`config.mk`:
```
export PLATFORM = sky130hd
export DESIGN_NAME = twiddle_mult_ts
export DESIGN_NICKNAME = d
export VERILOG_FILES = /design/src/rtl/twm_pkg.sv /design/src/rtl/twm_const_mult.sv /design/src/rtl/twm_phase.sv /design/src/rtl/twm_shared_path.sv /design/src/rtl/twm_unity_path.sv /design/src/rtl/twiddle_mult_ts.sv
export SDC_FILE = /design/constraint.sdc
export NUM_CORES = 1
export LEC_CHECK = 0
export ABC_AREA = 1
export BUFFER_PORTS_ARGS = -buffer_cell sky130_fd_sc_hd__buf_2
export CAP_MARGIN = 20
export CORE_ASPECT_RATIO = 0.75
export CORE_MARGIN = 2
export CORE_UTILIZATION = 40
export CTS_CLUSTER_DIAMETER = 150
export DETAILED_ROUTE_END_ITERATION = 10
export PLACE_DENSITY = 0.59
export SKIP_LAST_GASP = 1
export SLEW_MARGIN = 0
export SYNTH_ARGS = -nofsm -noshare
export SYNTH_HDL_FRONTEND = slang
export SYNTH_SLANG_ARGS = --single-unit
```
`constraint.sdc`:
```
create_clock -name clk -period 17.9 [get_ports clk]
set_input_delay 0.895 -clock clk [delete_from_list [all_inputs] [get_ports clk]]
set_output_delay 0.895 -clock clk [all_outputs]
set_load 0.1 [all_outputs]
```
`src/rtl/twm_pkg.sv`:
```
package twm_pkg;

  // Two fast-clock phases per slow period.
  typedef enum logic {
    PH_FIRST  = 1'b0,
    PH_SECOND = 1'b1
  } phase_e;

  // The strobe forces the next cycle to be the second phase; otherwise alternate.
  function automatic phase_e next_phase(input phase_e cur, input logic lead);
    if (lead) return PH_SECOND;
    return (cur == PH_FIRST) ? PH_SECOND : PH_FIRST;
  endfunction

endpackage

```
`src/rtl/twm_const_mult.sv`:
```
module twm_const_mult #(
  parameter  int DATA_W = 12,
  parameter  int FRAC   = 10,
  parameter  int COEF   = 1024,
  localparam int COEF_W = FRAC + 1,
  localparam int PROD_W = DATA_W + COEF_W + 1
) (
  input  logic signed [DATA_W-1:0] op_i,
  output logic signed [PROD_W-1:0] prod_o
);

  localparam int UPROD_W  = DATA_W + COEF_W;
  localparam int COEF_ABS = (COEF < 0) ? -COEF : COEF;
  localparam bit COEF_NEG = (COEF < 0);
  localparam logic [COEF_W-1:0] COEF_BITS = COEF_W'(COEF_ABS);

  // Signed operand to unsigned magnitude (most negative value maps to 2^(DATA_W-1)).
  function automatic logic [DATA_W-1:0] magnitude(input logic signed [DATA_W-1:0] v);
    return v[DATA_W-1] ? DATA_W'(-v) : DATA_W'(v);
  endfunction

  // Unsigned product back to a signed value.
  function automatic logic signed [PROD_W-1:0] restore_sign(input logic [UPROD_W-1:0] m,
                                                            input logic neg);
    logic signed [PROD_W-1:0] s;
    s = $signed({1'b0, m});
    return neg ? -s : s;
  endfunction

  logic [DATA_W-1:0]  op_mag;
  logic [UPROD_W-1:0] partial [COEF_W];
  logic [UPROD_W-1:0] mag_prod;

  assign op_mag = magnitude(op_i);

  // One shifted copy per set bit of the constant; cleared bits contribute nothing.
  for (genvar gi = 0; gi < COEF_W; gi++) begin : g_bit
    if (COEF_BITS[gi]) begin : g_on
      assign partial[gi] = UPROD_W'(op_mag) << gi;
    end else begin : g_off
      assign partial[gi] = '0;
    end
  end

  always_comb begin
    mag_prod = '0;
    for (int i = 0; i < COEF_W; i++) mag_prod = mag_prod + partial[i];
  end

  assign prod_o = restore_sign(mag_prod, op_i[DATA_W-1] ^ COEF_NEG);

endmodule

```
`src/rtl/twm_phase.sv`:
```
module twm_phase (
  input  logic clk,
  input  logic arst_n,
  input  logic lead_i,
  output logic cap_fire_o,
  output logic out_fire_o
);
  import twm_pkg::*;

  phase_e phase_q;

  always_ff @(posedge clk or negedge arst_n) begin
    if (!arst_n) phase_q <= PH_FIRST;
    else         phase_q <= next_phase(phase_q, lead_i);
  end

  // A strobe always restarts the period as a first phase.
  assign out_fire_o = (phase_q == PH_SECOND) && !lead_i;
  assign cap_fire_o = !out_fire_o;

endmodule

```
`src/rtl/twm_shared_path.sv`:
```
module twm_shared_path #(
  parameter  int DATA_W = 12,
  parameter  int FRAC   = 10,
  parameter  int TW_RE  = 993,
  parameter  int TW_IM  = -249,
  localparam int OUT_W  = DATA_W + 1
) (
  input  logic                     clk,
  input  logic                     arst_n,
  input  logic                     cap_fire_i,
  input  logic                     out_fire_i,
  input  logic signed [DATA_W-1:0] p_i,
  input  logic signed [DATA_W-1:0] t_i,
  output logic signed [OUT_W-1:0]  xb_o,
  output logic signed [OUT_W-1:0]  yb_o
);

  localparam int PROD_W = DATA_W + FRAC + 2;
  localparam int SUM_W  = PROD_W + 1;
  localparam logic signed [SUM_W-1:0] HALF = SUM_W'(1) << (FRAC - 1);

  function automatic logic signed [SUM_W-1:0] widen(input logic signed [PROD_W-1:0] v);
    return {v[PROD_W-1], v};
  endfunction

  // Round half up, then drop the fractional bits.
  function automatic logic signed [OUT_W-1:0] scale_round(input logic signed [SUM_W-1:0] s);
    logic signed [SUM_W-1:0] biased;
    biased = s + HALF;
    biased = biased >>> FRAC;
    return biased[OUT_W-1:0];
  endfunction

  logic signed [DATA_W-1:0] hold_p, hold_t;
  logic signed [PROD_W-1:0] part_pc, part_ts;
  logic signed [DATA_W-1:0] op_re, op_im;
  logic signed [PROD_W-1:0] prod_re, prod_im;
  logic signed [SUM_W-1:0]  x_sum, y_sum;

  // First phase: P*C and T*S. Second phase: T*C and P*S from the held operands.
  assign op_re = out_fire_i ? hold_t : p_i;
  assign op_im = out_fire_i ? hold_p : t_i;

  twm_const_mult #(.DATA_W(DATA_W), .FRAC(FRAC), .COEF(TW_RE)) u_mul_re (
    .op_i(op_re), .prod_o(prod_re)
  );

  twm_const_mult #(.DATA_W(DATA_W), .FRAC(FRAC), .COEF(TW_IM)) u_mul_im (
    .op_i(op_im), .prod_o(prod_im)
  );

  assign x_sum = widen(part_pc) - widen(part_ts);
  assign y_sum = widen(prod_re) + widen(prod_im);

  always_ff @(posedge clk or negedge arst_n) begin
    if (!arst_n) begin
      hold_p  <= '0;
      hold_t  <= '0;
      part_pc <= '0;
      part_ts <= '0;
      xb_o    <= '0;
      yb_o    <= '0;
    end else begin
      if (cap_fire_i) begin
        hold_p  <= p_i;
        hold_t  <= t_i;
        part_pc <= prod_re;
        part_ts <= prod_im;
      end
      if (out_fire_i) begin
        xb_o <= scale_round(x_sum);
        yb_o <= scale_round(y_sum);
      end
    end
  end

endmodule

```
`src/rtl/twm_unity_path.sv`:
```
module twm_unity_path #(
  parameter  int DATA_W = 12,
  localparam int OUT_W  = DATA_W + 1
) (
  input  logic                     clk,
  input  logic                     arst_n,
  input  logic                     cap_fire_i,
  input  logic                     out_fire_i,
  input  logic signed [DATA_W-1:0] p_i,
  input  logic signed [DATA_W-1:0] t_i,
  output logic signed [OUT_W-1:0]  xb_o,
  output logic signed [OUT_W-1:0]  yb_o
);

  logic signed [DATA_W-1:0] hold_p, hold_t;

  // Same two-edge latency as the arithmetic path, no multiplication.
  always_ff @(posedge clk or negedge arst_n) begin
    if (!arst_n) begin
      hold_p <= '0;
      hold_t <= '0;
      xb_o   <= '0;
      yb_o   <= '0;
    end else begin
      if (cap_fire_i) begin
        hold_p <= p_i;
        hold_t <= t_i;
      end
      if (out_fire_i) begin
        xb_o <= {hold_p[DATA_W-1], hold_p};
        yb_o <= {hold_t[DATA_W-1], hold_t};
      end
    end
  end

endmodule

```
`src/rtl/twiddle_mult_ts.sv`:
```
module twiddle_mult_ts #(
  parameter  int DATA_W = 12,
  parameter  int FRAC   = 10,
  parameter  int TW_RE  = 993,
  parameter  int TW_IM  = -249,
  localparam int OUT_W  = DATA_W + 1
) (
  input  logic                     clk,
  input  logic                     arst_n,
  input  logic                     lead_i,
  input  logic signed [DATA_W-1:0] p_i,
  input  logic signed [DATA_W-1:0] t_i,
  output logic signed [OUT_W-1:0]  xb_o,
  output logic signed [OUT_W-1:0]  yb_o
);

  localparam bit IS_UNITY = (TW_RE == (1 << FRAC)) && (TW_IM == 0);

  // Named phase events, also watched by the bound checker.
  logic cap_fire;
  logic out_fire;

  twm_phase u_phase (
    .clk       (clk),
    .arst_n    (arst_n),
    .lead_i    (lead_i),
    .cap_fire_o(cap_fire),
    .out_fire_o(out_fire)
  );

  if (IS_UNITY) begin : g_unity
    twm_unity_path #(.DATA_W(DATA_W)) u_path (
      .clk(clk), .arst_n(arst_n), .cap_fire_i(cap_fire), .out_fire_i(out_fire),
      .p_i(p_i), .t_i(t_i), .xb_o(xb_o), .yb_o(yb_o)
    );
  end else begin : g_rotate
    twm_shared_path #(.DATA_W(DATA_W), .FRAC(FRAC), .TW_RE(TW_RE), .TW_IM(TW_IM)) u_path (
      .clk(clk), .arst_n(arst_n), .cap_fire_i(cap_fire), .out_fire_i(out_fire),
      .p_i(p_i), .t_i(t_i), .xb_o(xb_o), .yb_o(yb_o)
    );
  end

endmodule

```
After elaboration in Yosys (flattened, before gate mapping)
Index checks and enable logic that the tools add are counted.
Cells by class
  muxes and demuxes: 10
  reduce and logical (&&, ||, !) cells: 2
  add/subtract/negate cells: 18
Operators by type and width (number)
  $mux W12: 4
  $add A23 B11 Y23 const B: 2
  $mux W23: 2
  $add A18 B18 Y19: 2
  $neg A12 Y12: 2
  $add A23 B19 Y23: 1
  $add A23 B20 Y23: 1
  $add A23 B21 Y23: 1
  $add A23 B23 Y23: 1
  $neg A20 Y23: 1
  $neg A23 Y23: 1
  $sub A23 B23 Y23: 1
  $add A19 B19 Y20: 1
  $add A12 B17 Y18: 1
  $add A17 B17 Y18: 1
  $add A16 B16 Y17: 1
  $add A12 B15 Y16: 1
  $mux W1: 4
  $logic_and A1 B1 Y1: 1
  $logic_not A1 Y1: 1
Word-level totals
  flip-flop bits (word level): 97
  word-level logic and storage cells: 37
  bits of input ports: 27
  output and inout bits: 26

Depth between registers and ports, before layout
  word-level depth: 14
  mapped depth: 59
  gate-level depth less buffers: 58

Hierarchy
A second synthesis with hierarchy kept.
Unflattened totals
  cells, all modules: 1840
  area, all modules: 12718.4 um^2
By module, submodules not included
  twm_shared_path: instances 1, area each 6834.1 um^2, cells each 916, sequential area each 2402.3 um^2
  twm_const_mult (g_rotate.u_path.u_mul_re): instances 1, area each 2932.8 um^2, cells each 456, sequential area each 0.0 um^2
  twm_const_mult (g_rotate.u_path.u_mul_im): instances 1, area each 2909.0 um^2, cells each 463, sequential area each 0.0 um^2
  twm_phase: instances 1, area each 42.5 um^2, cells each 5, sequential area each 25.0 um^2

Least setup slack after synthesis
No wires, ideal clock.
  path kind: input -> register
  from: input lead_i
  to: register g_rotate.u_path.yb_o[12]
  data arrival time: 9187 ps
  data required time: 17780 ps
  buffers on the path: 1
  setup slack: 8593 ps
  library setup time: 120 ps
  cell stages on the path: 47
  path through: inv_2 nand2_4 buf_6 o21ai_1 inv_1 ha_1 nand2_1 nor2_2 nand3_1 nor2_1 nand2_1 nand2_1 xor2_1 fa_1 ha_1 nand2_1 o21ai_0 a21oi_1 [... 11 more ...] a21oi_1 o21ai_0 a21o_1 a31oi_1 xor2_1 nand2_1 a21oi_2 xor2_1 ha_1 ha_1 inv_1 o311ai_0 xor2_1 nand3_1 nand2_1 nand2_1 nand3_1 nand2_1
On the way
  cells in the longest elaborated chain, start to end: 14
  elaborated cells on any way between the ends: 24
  classes of those cells: add/sub: 16; mux: 6; reduce/logical: 2
Ends and longest elaborated chain
  start: declaration: line twiddle_mult_ts.sv:10  | input logic lead_i,
  $logic_not A1 Y1 *: line twm_phase.sv:18  | assign out_fire_o = (phase_q == PH_SECOND) && !lead_i;
  $logic_and A1 B1 Y1 *: line twm_phase.sv:18
  $mux W12 *: line twm_shared_path.sv:41  | assign op_re = out_fire_i ? hold_t : p_i;
  named net g_rotate.u_path.op_re[0]: line twm_shared_path.sv:36  | logic signed [DATA_W-1:0] op_re, op_im;
  $neg A12 Y12: line twm_const_mult.sv:19  | return v[DATA_W-1] ? DATA_W'(-v) : DATA_W'(v);
  $mux W12 *: line twm_const_mult.sv:19
  $add A12 B17 Y18: line twm_const_mult.sv:47  | for (int i = 0; i < COEF_W; i++) mag_prod = mag_prod + partial[i];
  $add A18 B18 Y19: line twm_const_mult.sv:47
  $add A23 B19 Y23: line twm_const_mult.sv:47
  $add A23 B20 Y23: line twm_const_mult.sv:47
  $add A23 B21 Y23 *: line twm_const_mult.sv:47
  $neg A23 Y23: line twm_const_mult.sv:27  | return neg ? -s : s;
  $mux W23 *: line twm_const_mult.sv:27
  named net g_rotate.u_path.prod_re[20]: line twm_shared_path.sv:37  | logic signed [PROD_W-1:0] prod_re, prod_im;
  $add A23 B23 Y23 *: line twm_shared_path.sv:53  | assign y_sum = widen(prod_re) + widen(prod_im);
  $add A23 B11 Y23 *: line twm_shared_path.sv:29  | biased = s + HALF;
  end signal: assignment: line twm_shared_path.sv:72  | yb_o <= scale_round(y_sum);
  end: declaration: line twm_shared_path.sv:15  | output logic signed [OUT_W-1:0] yb_o
Mark *: on every way through the listed nets, which the timed path passes. The rest lies on a longest branch.
A chain may end at the register's enable or synchronous reset.

Final worst setup path
Same ends and word-level chain as after synthesis.

==> flow_metrics.py <==
metrics = {
    "critical_path": {
        "critPathCapture": "g_rotate.u_path.yb_o[12]$_DFFE_PN0N_",
        "critPathMaxStageDelay_ns": 0.79,
        "rrSetupSlack_ns": 6.86,
        "worst_r2r_path_depth": 47,
        "criticalPathCategory": "input pin to flop",
        "startpoint_type": "input pin",
        "regToRegEndpoint": "g_rotate.u_path.yb_o[12]$_DFFE_PN0N_",
        "crit_start": "lead_i",
        "cp-end-kind": "flop",
        "critPathSlowestCell": "buf_4",
        "arrival_ns": 11.49,
        "r2r_start": "u_phase.phase_q$_DFF_PN0_",
        "crit_required_ns": 18.16,
        "crit_top_cell": "nand2_1",
        "critical_path.max_fanout": 100,
    },
    "cells_and_area": {
        "fillers": 2880,
        "final_common_cell": "nand2_1",
        "design_area_um2": 12400,
        "antenna_cells": 0,
        "final_cell_mix": "nand2_1, inv_1, ha_1",
        "area_delta_synth_final_pct": 7.94,
        "nNetsFinal": 1847,
        "drive_gt1_frac": 0.0823,
        "final_util": 0.441,
    },
    "detailed_routing": {
        "drt_wl_total_um": 27300,
        "drc": 0,
        "wire_per_inst_um": 13.6,
        "route.vias.total": 9633,
        "ant_nets": 0,
        "firstDrtPassIters": 5,
        "drtIter0Drc": 551,
        "vias_per_cell": 4.81,
    },
    "global_routing": {
        "grt_usage": 0.193,
        "grt_start_max_net_pins": 101,
        "antenna_found_initial": 0,
        "grt_pass1_vias": 9144,
        "grt_pass1_wl_um": 46300,
        "overflow": 0,
    },
    "place": {
        "hpwl_um": 22500,
        "place_congestion": 0.858,
        "port_buffers": 52,
        "placed_cell_area_um2": 12200,
    },
    "logic_synthesis": {
        "syn_avg_cell_area_um2": 7.33,
        "async_reset_ff_frac": 1.00,
        "synth_edf_count": 0,
        "synth_cell_types": 49,
        "ys_seq_area_frac": 0.211,
        "syn_inst": 1571,
        "yosysWarnings": 0,
        "ys_ff_latch": 97,
        "synth_area_um2": 11500,
        "synth_nets": 1807,
        "synth_ff_type": "dfrtp_1",
    },
    "timing": {
        "finClkSkew_ns": 0.00798,
        "max_freq_mhz": 89.0,
        "hold_viol_final": 0,
        "tightest_slew_ns": 1.04,
        "fin_crit_sh": 0.628,
        "period_needed_ns": 11.23,
        "drv_slew": 0,
        "finalSetupViolCount": 0,
        "rsz0062_at_grt": "no",
        "hold_ws_ns": 0.474,
        "slew_headroom": 0.301,
        "fin_setup_tns_ns": 0,
    },
    "cts": {
        "clk_latency_ns": 0.36,
        "hold_buffers": 0,
        "cts_resized": 0,
        "clk_pin_slew_ns": 0.07,
        "numClockSinks": 97,
        "cts-root-buf": "clkbuf_16",
        "cts_tree": "yes",
        "cts_max_path_buffers": 2,
        "cts-buffers-inserted": 9,
        "cts_setup_buffers": 0,
        "htree_levels": 3,
    },
    "flow_run": {
        "maxCapViolCount": 0,
    },
    "die": {
        "rows": 53,
        "coreArea_um2": 28200,
        "dieHeight_um": 151,
        "fp.dieW_um": 200,
        "die_area_um2": 30200,
        "start_util": 0.409,
        "ios": 53,
    },
    "outcome": {
        "status": "finished clean",
    },
    "hold_path": {
        "hold_class": "flop to flop",
    },
}
synthesized netlist by cell type (16+ instances only):
master	instances	area [µm²]
nand2_2	16	100
nand2_1	378	1420
dfrtp_1	97	2430
nor3_1	19	95.1
clkbuf_1	19	71.3
xor2_1	78	683
xnor2_1	34	298
a21oi_1	85	425
ha_1	171	2140
nor2_1	63	236
o21ai_0	95	475
nand3_1	84	420
inv_1	260	976
nand4_1	16	100
fa_1	38	761
per-layer routing:
layer | wire length [µm] | track usage | vias to the layer above
li1 | - | - | 5120
met1 | 15100 | 0.303 | 4336
met2 | 10900 | 0.281 | 166
met3 | 1110 | 0.0281 | 11
met4 | 136 | 0.0289 | 0
met5 | 0 | 0 | -
cells by family after synthesis:
family,after synthesis,synth area share
xor+xnor,114,0.0880
simple gates,611,0.230
buf+inv,295,0.0993
flops,97,0.211
compound gates,243,0.119
fa+ha+maj,211,0.254
through the flow:
step                      setup WS (ns)  instances
final                              6.67       2001
after global routing               5.58       2001
after CTS                          6.69       2000
after detailed placement           6.34       1984
after global placement             6.63       1984
after floorplan                    8.59       1571
registers in the layout, summed over array words and instances (netlist names):
name	flops
g_rotate.u_path.part_ts	23
g_rotate.u_path.xb_o	13
g_rotate.u_path.hold_p	12
g_rotate.u_path.hold_t	12
g_rotate.u_path.yb_o	13
g_rotate.u_path.part_pc	23
u_phase.phase_q	1
critical path: cells and delay by family:
kind                     cells  cell delay (ns)
XOR/XNOR                     5             1.55
buffers and inverters        7             1.40
AND/OR/NAND/NOR             15             1.65
AO/OA/AOI/OAI               14             2.87
adder cells (fa/ha/maj)      8             3.11
layout make-up:
| type | count | area [µm²] | area share |
|---|---|---|---|
| clock buffer | 13 | 240 | 0.0193 |
| timing repair buffer | 58 | 308 | 0.0248 |
| inverter | 266 | 998 | 0.0803 |
| multi-input combinational | 1179 | 7950 | 0.640 |
| tap | 385 | 482 | 0.0387 |
| clock inverter | 3 | 25.0 | 0.00201 |
| sequential | 97 | 2430 | 0.195 |
how the worst min path moves through the flow:
stage | slack [ns] | cells past startpoint | start | to
finish | 0.47 | 2 | g_rotate.u_path.xb_o[6]$_DFFE_PN0N_ | g_rotate.u_path.xb_o[6]$_DFFE_PN0N_
global route | 0.50 | 2 | g_rotate.u_path.xb_o[1]$_DFFE_PN0N_ | g_rotate.u_path.xb_o[1]$_DFFE_PN0N_
CTS | 0.48 | 2 | g_rotate.u_path.part_ts[0]$_DFFE_PN0P_ | g_rotate.u_path.part_ts[0]$_DFFE_PN0P_
detailed placement | 0.46 | 2 | g_rotate.u_path.part_ts[0]$_DFFE_PN0P_ | g_rotate.u_path.part_ts[0]$_DFFE_PN0P_
global placement | 0.45 | 2 | g_rotate.u_path.hold_p[7]$_DFFE_PN0P_ | g_rotate.u_path.hold_p[7]$_DFFE_PN0P_
floorplan | 0.44 | 2 | g_rotate.u_path.hold_p[7]$_DFFE_PN0P_ | g_rotate.u_path.hold_p[7]$_DFFE_PN0P_
Power is left out: the tool's default activity adds up to more than one toggle a clock period on the data nets, which glitch-free logic cannot reach.
